[src/rtl/dma_burst_pkg.sv]
package dma_burst_pkg;
   localparam int REG_ADDR_W = 2;

   typedef enum logic [REG_ADDR_W-1:0] {
      REG_CTRL   = 2'd0,
      REG_RD_CNT = 2'd1,
      REG_WR_CNT = 2'd2,
      REG_SPARE  = 2'd3
   } reg_addr_e;

   // single-bit flags of the control word; multi-bit fields start at FLD_BASE
   localparam int BIT_EN    = 0;
   localparam int BIT_URG   = 1;
   localparam int BIT_RD_CE = 2;
   localparam int BIT_WR_CE = 3;
   localparam int FLD_BASE  = 4;

   typedef enum logic {
      DIR_FILL  = 1'b0,
      DIR_DRAIN = 1'b1
   } dir_e;
endpackage

[src/rtl/dma_burst_chan.sv]
module dma_burst_chan
   import dma_burst_pkg::*;
#(
   parameter dir_e DIR       = DIR_FILL,
   parameter int   LVL_W     = 5,
   parameter int   THR_W     = 5,
   parameter int   BLEN_W    = 4,
   parameter int   CNT_W     = 16,
   parameter int   MIN_BURST = 2,
   parameter int   MAX_BURST = 8
) (
   input  logic              clk,
   input  logic              rst_n,
   input  logic              en,
   input  logic              cnt_en,
   input  logic [THR_W-1:0]  thr,
   input  logic [BLEN_W-1:0] blen_m1,
   input  logic [LVL_W-1:0]  level,
   input  logic              load,
   input  logic [CNT_W-1:0]  load_val,
   input  logic              ack,
   output logic              req,
   output logic [CNT_W-1:0]  count,
   output logic              fin
);
   localparam int CMP_W = (LVL_W > THR_W) ? LVL_W : THR_W;

   logic [CMP_W-1:0] lvl_x;
   logic [CMP_W-1:0] thr_x;
   logic             trig;
   logic             len_ok;
   logic             arm;

   assign lvl_x = CMP_W'(level);
   assign thr_x = CMP_W'(thr);

   generate
      if (DIR == DIR_FILL) begin : g_fill
         assign trig = (lvl_x < thr_x);
      end else begin : g_drain
         assign trig = (lvl_x > thr_x);
      end
   endgenerate

   assign len_ok = (blen_m1 >= BLEN_W'(MIN_BURST - 1)) &&
                   (blen_m1 <= BLEN_W'(MAX_BURST - 1));
   assign arm    = en && cnt_en && (count != '0) && len_ok && trig && !req;
   assign fin    = !cnt_en || (count == '0);

   always_ff @(posedge clk or negedge rst_n) begin
      if (!rst_n) begin
         req   <= 1'b0;
         count <= '0;
      end else begin
         if (req && ack) begin
            req <= 1'b0;
         end else if (arm) begin
            req <= 1'b1;
         end
         if (load) begin
            count <= load_val;
         end else if (req && ack) begin
            count <= count - CNT_W'(1);
         end
      end
   end

   p_req_hold_r4: assert property (@(posedge clk) disable iff (!rst_n)
      (req && !ack) |=> req)
      else $error("request dropped without acknowledge");

   p_req_gap_r4: assert property (@(posedge clk) disable iff (!rst_n)
      (req && ack) |=> !req)
      else $error("request not released after acknowledge");

   p_count_dec_r5: assert property (@(posedge clk) disable iff (!rst_n)
      (req && ack && !load) |=> (count == $past(count) - CNT_W'(1)))
      else $error("counter did not step down by one");

   p_len_valid_r6: assert property (@(posedge clk) disable iff (!rst_n)
      $rose(req) |-> $past(len_ok))
      else $error("request raised with an invalid burst length");

   p_off_quiet_r7: assert property (@(posedge clk) disable iff (!rst_n)
      (!cnt_en && !req) |=> !req)
      else $error("request raised by a disabled direction");

   p_stray_ack_r9: assert property (@(posedge clk) disable iff (!rst_n)
      (!req && !load) |=> (count == $past(count)))
      else $error("counter moved with no outstanding burst");
endmodule

[src/rtl/dma_burst_regs.sv]
module dma_burst_regs
   import dma_burst_pkg::*;
#(
   parameter int DATA_W = 32,
   parameter int THR_W  = 5,
   parameter int BLEN_W = 4,
   parameter int CNT_W  = 16
) (
   input  logic                  clk,
   input  logic                  rst_n,
   input  logic                  cfg_we,
   input  logic [REG_ADDR_W-1:0] cfg_addr,
   input  logic [DATA_W-1:0]     cfg_wdata,
   output logic [DATA_W-1:0]     cfg_rdata,
   input  logic [CNT_W-1:0]      rd_count,
   input  logic [CNT_W-1:0]      wr_count,
   input  logic                  rd_fin,
   input  logic                  wr_fin,
   output logic                  en,
   output logic                  urgent,
   output logic                  rd_ce,
   output logic                  wr_ce,
   output logic [THR_W-1:0]      tx_thr,
   output logic [THR_W-1:0]      rx_thr,
   output logic [BLEN_W-1:0]     rd_blen,
   output logic [BLEN_W-1:0]     wr_blen,
   output logic                  ld_rd,
   output logic                  ld_wr,
   output logic [CNT_W-1:0]      ld_val,
   output logic                  done
);
   localparam int POS_TX = FLD_BASE;
   localparam int POS_RX = POS_TX + THR_W;
   localparam int POS_RB = POS_RX + THR_W;
   localparam int POS_WB = POS_RB + BLEN_W;

   logic ctrl_wr;

   assign ctrl_wr = cfg_we && (reg_addr_e'(cfg_addr) == REG_CTRL);
   assign ld_rd   = cfg_we && (reg_addr_e'(cfg_addr) == REG_RD_CNT);
   assign ld_wr   = cfg_we && (reg_addr_e'(cfg_addr) == REG_WR_CNT);
   assign ld_val  = cfg_wdata[CNT_W-1:0];

   always_ff @(posedge clk or negedge rst_n) begin
      if (!rst_n) begin
         en      <= 1'b0;
         urgent  <= 1'b0;
         rd_ce   <= 1'b0;
         wr_ce   <= 1'b0;
         tx_thr  <= '0;
         rx_thr  <= '0;
         rd_blen <= '0;
         wr_blen <= '0;
         done    <= 1'b0;
      end else begin
         done <= 1'b0;
         if (ctrl_wr) begin
            en      <= cfg_wdata[BIT_EN];
            urgent  <= cfg_wdata[BIT_URG];
            rd_ce   <= cfg_wdata[BIT_RD_CE];
            wr_ce   <= cfg_wdata[BIT_WR_CE];
            tx_thr  <= cfg_wdata[POS_TX +: THR_W];
            rx_thr  <= cfg_wdata[POS_RX +: THR_W];
            rd_blen <= cfg_wdata[POS_RB +: BLEN_W];
            wr_blen <= cfg_wdata[POS_WB +: BLEN_W];
         end else if (en && rd_fin && wr_fin) begin
            en   <= 1'b0;
            done <= 1'b1;
         end
      end
   end

   always_comb begin
      cfg_rdata = '0;
      case (reg_addr_e'(cfg_addr))
         REG_CTRL: begin
            cfg_rdata[BIT_EN]               = en;
            cfg_rdata[BIT_URG]              = urgent;
            cfg_rdata[BIT_RD_CE]            = rd_ce;
            cfg_rdata[BIT_WR_CE]            = wr_ce;
            cfg_rdata[POS_TX +: THR_W]      = tx_thr;
            cfg_rdata[POS_RX +: THR_W]      = rx_thr;
            cfg_rdata[POS_RB +: BLEN_W]     = rd_blen;
            cfg_rdata[POS_WB +: BLEN_W]     = wr_blen;
         end
         REG_RD_CNT: cfg_rdata = DATA_W'(rd_count);
         REG_WR_CNT: cfg_rdata = DATA_W'(wr_count);
         default:    cfg_rdata = '0;
      endcase
   end

   p_done_clears_r8: assert property (@(posedge clk) disable iff (!rst_n)
      done |-> !en)
      else $error("enable still set while done pulses");

   p_done_pulse_r8: assert property (@(posedge clk) disable iff (!rst_n)
      done |=> !done)
      else $error("done held for more than one cycle");

   p_self_clear_r8: assert property (@(posedge clk) disable iff (!rst_n)
      $fell(en) |-> (done || $past(ctrl_wr)))
      else $error("enable cleared without completion or write");
endmodule

[src/rtl/fifo_dma_burst_req.sv]
module fifo_dma_burst_req
   import dma_burst_pkg::*;
#(
   parameter int DATA_W     = 32,
   parameter int FIFO_DEPTH = 16,
   parameter int THR_W      = 5,
   parameter int BLEN_W     = 4,
   parameter int CNT_W      = 16,
   parameter int MIN_BURST  = 2,
   parameter int MAX_BURST  = 8,
   localparam int LVL_W     = $clog2(FIFO_DEPTH + 1)
) (
   input  logic                  clk,
   input  logic                  rst_n,
   input  logic                  cfg_we,
   input  logic [REG_ADDR_W-1:0] cfg_addr,
   input  logic [DATA_W-1:0]     cfg_wdata,
   output logic [DATA_W-1:0]     cfg_rdata,
   input  logic [LVL_W-1:0]      tx_level,
   input  logic [LVL_W-1:0]      rx_level,
   output logic                  rd_req,
   output logic [BLEN_W-1:0]     rd_len,
   input  logic                  rd_ack,
   output logic                  wr_req,
   output logic [BLEN_W-1:0]     wr_len,
   input  logic                  wr_ack,
   output logic                  urgent,
   output logic                  done
);
   localparam int CTRL_BITS = FLD_BASE + 2 * THR_W + 2 * BLEN_W;

   generate
      if (MIN_BURST < 2) begin : g_bad_min
         $error("MIN_BURST must be at least 2");
      end
      if (MAX_BURST < MIN_BURST || MAX_BURST > FIFO_DEPTH) begin : g_bad_max
         $error("MAX_BURST must lie between MIN_BURST and FIFO_DEPTH");
      end
      if (MAX_BURST > (1 << BLEN_W)) begin : g_bad_blen
         $error("BLEN_W too narrow for MAX_BURST");
      end
      if ((1 << THR_W) <= FIFO_DEPTH) begin : g_bad_thr
         $error("THR_W too narrow for FIFO_DEPTH");
      end
      if (CNT_W > DATA_W || CTRL_BITS > DATA_W) begin : g_bad_data
         $error("DATA_W too narrow for the register fields");
      end
   endgenerate

   logic              en;
   logic              rd_ce;
   logic              wr_ce;
   logic [THR_W-1:0]  tx_thr;
   logic [THR_W-1:0]  rx_thr;
   logic [BLEN_W-1:0] rd_blen;
   logic [BLEN_W-1:0] wr_blen;
   logic              ld_rd;
   logic              ld_wr;
   logic [CNT_W-1:0]  ld_val;
   logic [CNT_W-1:0]  rd_count;
   logic [CNT_W-1:0]  wr_count;
   logic              rd_fin;
   logic              wr_fin;

   dma_burst_regs #(
      .DATA_W (DATA_W),
      .THR_W  (THR_W),
      .BLEN_W (BLEN_W),
      .CNT_W  (CNT_W)
   ) regs_i (
      .clk       (clk),
      .rst_n     (rst_n),
      .cfg_we    (cfg_we),
      .cfg_addr  (cfg_addr),
      .cfg_wdata (cfg_wdata),
      .cfg_rdata (cfg_rdata),
      .rd_count  (rd_count),
      .wr_count  (wr_count),
      .rd_fin    (rd_fin),
      .wr_fin    (wr_fin),
      .en        (en),
      .urgent    (urgent),
      .rd_ce     (rd_ce),
      .wr_ce     (wr_ce),
      .tx_thr    (tx_thr),
      .rx_thr    (rx_thr),
      .rd_blen   (rd_blen),
      .wr_blen   (wr_blen),
      .ld_rd     (ld_rd),
      .ld_wr     (ld_wr),
      .ld_val    (ld_val),
      .done      (done)
   );

   dma_burst_chan #(
      .DIR       (DIR_FILL),
      .LVL_W     (LVL_W),
      .THR_W     (THR_W),
      .BLEN_W    (BLEN_W),
      .CNT_W     (CNT_W),
      .MIN_BURST (MIN_BURST),
      .MAX_BURST (MAX_BURST)
   ) fill_i (
      .clk      (clk),
      .rst_n    (rst_n),
      .en       (en),
      .cnt_en   (rd_ce),
      .thr      (tx_thr),
      .blen_m1  (rd_blen),
      .level    (tx_level),
      .load     (ld_rd),
      .load_val (ld_val),
      .ack      (rd_ack),
      .req      (rd_req),
      .count    (rd_count),
      .fin      (rd_fin)
   );

   dma_burst_chan #(
      .DIR       (DIR_DRAIN),
      .LVL_W     (LVL_W),
      .THR_W     (THR_W),
      .BLEN_W    (BLEN_W),
      .CNT_W     (CNT_W),
      .MIN_BURST (MIN_BURST),
      .MAX_BURST (MAX_BURST)
   ) drain_i (
      .clk      (clk),
      .rst_n    (rst_n),
      .en       (en),
      .cnt_en   (wr_ce),
      .thr      (rx_thr),
      .blen_m1  (wr_blen),
      .level    (rx_level),
      .load     (ld_wr),
      .load_val (ld_val),
      .ack      (wr_ack),
      .req      (wr_req),
      .count    (wr_count),
      .fin      (wr_fin)
   );

   assign rd_len = rd_blen;
   assign wr_len = wr_blen;

   p_done_needs_fin_r8: assert property (@(posedge clk) disable iff (!rst_n)
      $rose(done) |-> $past(en && rd_fin && wr_fin))
      else $error("done raised before both directions finished");
endmodule

[config.mk]
export PLATFORM = sky130hd
export DESIGN_NAME = fifo_dma_burst_req
export DESIGN_NICKNAME = d
export VERILOG_FILES = /design/src/rtl/dma_burst_pkg.sv /design/src/rtl/dma_burst_chan.sv /design/src/rtl/dma_burst_regs.sv /design/src/rtl/fifo_dma_burst_req.sv
export SDC_FILE = /design/constraint.sdc
export NUM_CORES = 1
export LEC_CHECK = 0
export ABC_AREA = 1
export BUFFER_PORTS_ARGS = -buffer_cell sky130_fd_sc_hd__buf_2
export CORE_UTILIZATION = 40
export CTS_BUF_LIST = sky130_fd_sc_hd__clkbuf_16
export CTS_CLUSTER_DIAMETER = 200
export DETAILED_ROUTE_END_ITERATION = 7
export HOLD_SLACK_MARGIN = 0.05
export PLACE_DENSITY_LB_ADDON = 0.05
export SLEW_MARGIN = 5
export SYNTH_ARGS = -nofsm -noshare
export SYNTH_HDL_FRONTEND = slang
export SYNTH_SLANG_ARGS = --single-unit
[constraint.sdc]
create_clock -name clk -period 2.3 [get_ports clk]
set_clock_uncertainty 0.05 [all_clocks]
set_input_delay 0.46 -clock clk [delete_from_list [all_inputs] [get_ports clk]]
set_output_delay 0.46 -clock clk [all_outputs]
set_load 0.05 [all_outputs]
==> summary.md <==
| Metric | Value |
|---|---|
| Largest net degree at the start of global routing | 39 |
| DR top layer | met4 |
| Hold Violations, Final | 0 |
| Worst-Margin Slew | 504 ps |
| Pwr Density | 1060 mW/mm^2 |
| Maximum level of the CTS H-tree | 3 |
| Synth warn | 0 |
| CP Data Arrival Time | 1570 ps |
| Met1 wire length | 5320 um |
| FP Rows | 35 |
| Worst hold path class | in2async |
| Switching share of power | 45.3% |
| Outcome | finished, final reports clean |
| Setup TNS | 0 ps |
| Die W | 99.9 um |
| Final min period | 2080 ps |
| Synth Cell Area | 0.00383 mm^2 |
| Layout Nets | between 600 and 700 |
| Global-route wire length before repair | 17600 um |
| Power share of the clock group | approximately a quarter |
| P&R area growth vs syn | 18.5% |
| Pre-CTS setup slack | approximately 240 ps |
| Cells after Synth | 535 |
| Hpwl dp | 8630 um |
| Diode count | 0 |
| Post-DRT Antenna Nets | 0 |
| CTS tree | built |
| Post-synthesis sequential area ratio | 37.2% |
| Crit start category | primary input |
| CTS buffer count | 9 |
| CTS Buffer Depth | 2 |
| DR WL met2 | 5130 um |
| DRC viols | 0 |
| VDD IR max | 0.000487 V |
| Final worst slack | 219 ps |
| Post-synth top area cell | dfrtp_1 |
| Setup Fix Bufs, Post-CTS | 0 |
| Crit-path max FO | 12 |
| Final cycle utilization of the critical path | between 90% and 100% |
| Routability cong. | 0.866 |
| Seq pwr share | 32.7% |
| IO Port Bufs | 72 |
| Clock Pin Slew Worst Setup and Hold Paths | 50 ps |
| Combinational fraction of design power | 43.2% |
| Critical path data required time | about 1800 ps |
| Die height | around 100 um |
| GRT Util Overall | 23.6% |
| Max-slew violation count | 0 |
| Max_cap viols | 0 |
| RSZ-0062 raised after global routing | no |
| Clock root cell | clkbuf_16 |
| Met3 routed WL | between 500 and 600 um |
| Vias in the first global route | between 3000 and 4000 |
| Core ar. | roughly 0.0092 mm^2 |
| DR vias | roughly 3700 |
| Multi-input logic area | 0.00191 mm^2 |
| Synth top area cells | dfrtp_1 (37%), nand2_1 (15%), inv_1 (8.7%) |
| Crit. End Element | primary output |
| Vias/cell | 4.93 |
| # setup viols final | 0 |
| Routed WL per cell | 15.0 um |
| P_leak | 2.44 nW |
| Clock Sinks | between 50 and 60 |
| Initial antenna violation count | 0 |
| Die area | about 0.01 mm^2 |
| Starting density of the core | 41.5% |
| DRT iter0 DRCs | ~260 |
| Cts repair resizes | 0 |
| Layout Utilization | around 50% |
| FF/Latch Area | 0.00143 mm^2 |
| Fmax | 0.481 GHz |
| Int Pwr | 2.64 mW |
| Final wirelength | 11200 um |
| Flops & latches, synth | 57 |
| IO Count | slightly above 90 |
| Worst-Skew Late Latency | roughly 320 ps |
| Synth top area share | 37.2% |
| # hold bufs at CTS | 0 |
| Switching power | around 2.2 mW |
| Pre-antenna DRT Iters | 5 |
| Critical path type | in2out |
| Proportion of layout cells with a drive suffix above 1 | a little under a fifth |
| Number of fill cells in the layout | 954 |
| Grt ovf | 0 |
| Avg Inst Size Synth | approximately 7 um^2 |
| Slew HR | 66.4% |
| Distinct cells, synth | 31 |
## metrics by stage
stage          hold slack, ps  power (mW)  std cells  area (um^2)
2_1_floorplan             114        3.14        544         3870
3_3_place_gp              397        3.64        729         4280
3_5_place_dp              398        3.67        729         4280
4_1_cts                  52.1        4.85        745         4540
5_1_grt                  68.8        5.18        745         4540
6_report                 39.1        4.83        745         4540
## state kept, by name, summed over array words and instances, names as in the netlist
register        cells
drain_i.count      16
drain_i.req         1
fill_i.count       16
fill_i.req          1
regs_i.done         1
regs_i.en           1
regs_i.rd_blen      4
regs_i.rd_ce        1
regs_i.rx_thr       5
regs_i.tx_thr       5
regs_i.urgent       1
regs_i.wr_blen      4
regs_i.wr_ce        1
## cell families (layout without fill, tap and decap cells)
family                   Yosys count  count (layout)  share of synthesized area, %
buffers and inverters            119             191                          13.7
adder cells (fa/ha/maj)           11              11                          3.59
flip-flops                        57              57                          37.2
AND/OR/NAND/NOR                  255             255                          28.0
other                              1              10                        0.0978
AO/OA/AOI/OAI                     75              75                          13.5
XOR/XNOR                          17              17                          3.89
## layout make-up
type                            instances  share of cell area [%]
Clock buffer                            9                    4.96
Clock inverter                          7                   0.689
Inverter                               97                    8.02
Multi-Input combinational cell        368                    42.2
Sequential cell                        57                    31.4
Tap cell                              129                    3.55
Timing Repair Buffer                   78                    9.20
## metal layers
layer  track usage [%]  vias to the layer above
li1                  -                     1828
met1              32.1                     1717
met2              37.9                      107
met4              8.82                        0
met3              3.76                       18
met5                 0                        -
## power by group through the flow
| stage | clock (mW) | combinational [mW] | sequential [mW] |
|---|---|---|---|
| global route | 1.23 | 2.33 | 1.62 |
| CTS | 1.18 | 2.10 | 1.57 |
| floorplan | 0 | 1.50 | 1.64 |
| global placement | 0 | 2.06 | 1.58 |
| finish | 1.16 | 2.09 | 1.58 |
| detailed placement | 0 | 2.08 | 1.58 |
## layout by cell type (no fill, tap or decap)
master     instances
o21ai_0           23
inv_2              8
nor2_2             6
o211ai_1           2
nor3_1             1
o22ai_1           13
buf_2             72
nand4_1            3
inv_1             92
clkbuf_16          9
conb_1            10
nand2_2            1
nor2_4             1
nand3_1           27
xor2_1            17
buf_12             1
nand2_4            5
o221ai_1          21
nand2_1          150
nand3b_1           2
o21ai_1            3
dfrtp_1           57
clkinv_2           4
o21bai_1           5
ha_1              11
o221ai_2           2
and2_1             2
buf_4              5
a21o_1             2
nor2_1            57
a22oi_1            1
a21oi_1            3
## worst paths after layout
path / start / end / slack, ps / cells past startpoint
setup / recovery: cfg_addr[0] / cfg_rdata[5] / 220 / 6
max in group asynchronous: rst_n / fill_i.count[6]$_DFFE_PN0P_ / 1560 / 2
min in group clk: rd_ack / fill_i.req$_DFFE_PN0P_ / 280 / 2
setup reg to reg: fill_i.count[0]$_DFFE_PN0P_ / fill_i.count[10]$_DFFE_PN0P_ / 660 / 8
hold reg to reg: drain_i.count[1]$_DFFE_PN0P_ / drain_i.count[1]$_DFFE_PN0P_ / 470 / 2
hold / removal: rst_n / regs_i.rd_blen[3]$_DFFE_PN0P_ / 40 / 1
## cell usage after synthesis, drive strengths merged
library cell,instances
a21o,2
a21oi,3
a22oi,1
and2,2
buf,21
clkbuf,1
conb,1
dfrtp,57
ha,11
inv,97
nand2,156
nand3,27
nand3b,2
nand4,3
nor2,64
nor3,1
o211ai,2
o21ai,26
o21bai,5
o221ai,23
o22ai,13
xor2,17
## worst max-delay path: stages
cell      delay, ps
buf_2           120
inv_2            50
nor2_4           80
inv_1           230
o221ai_1        310
buf_2           320
Note: power is estimated with default switching activity, not from simulation.
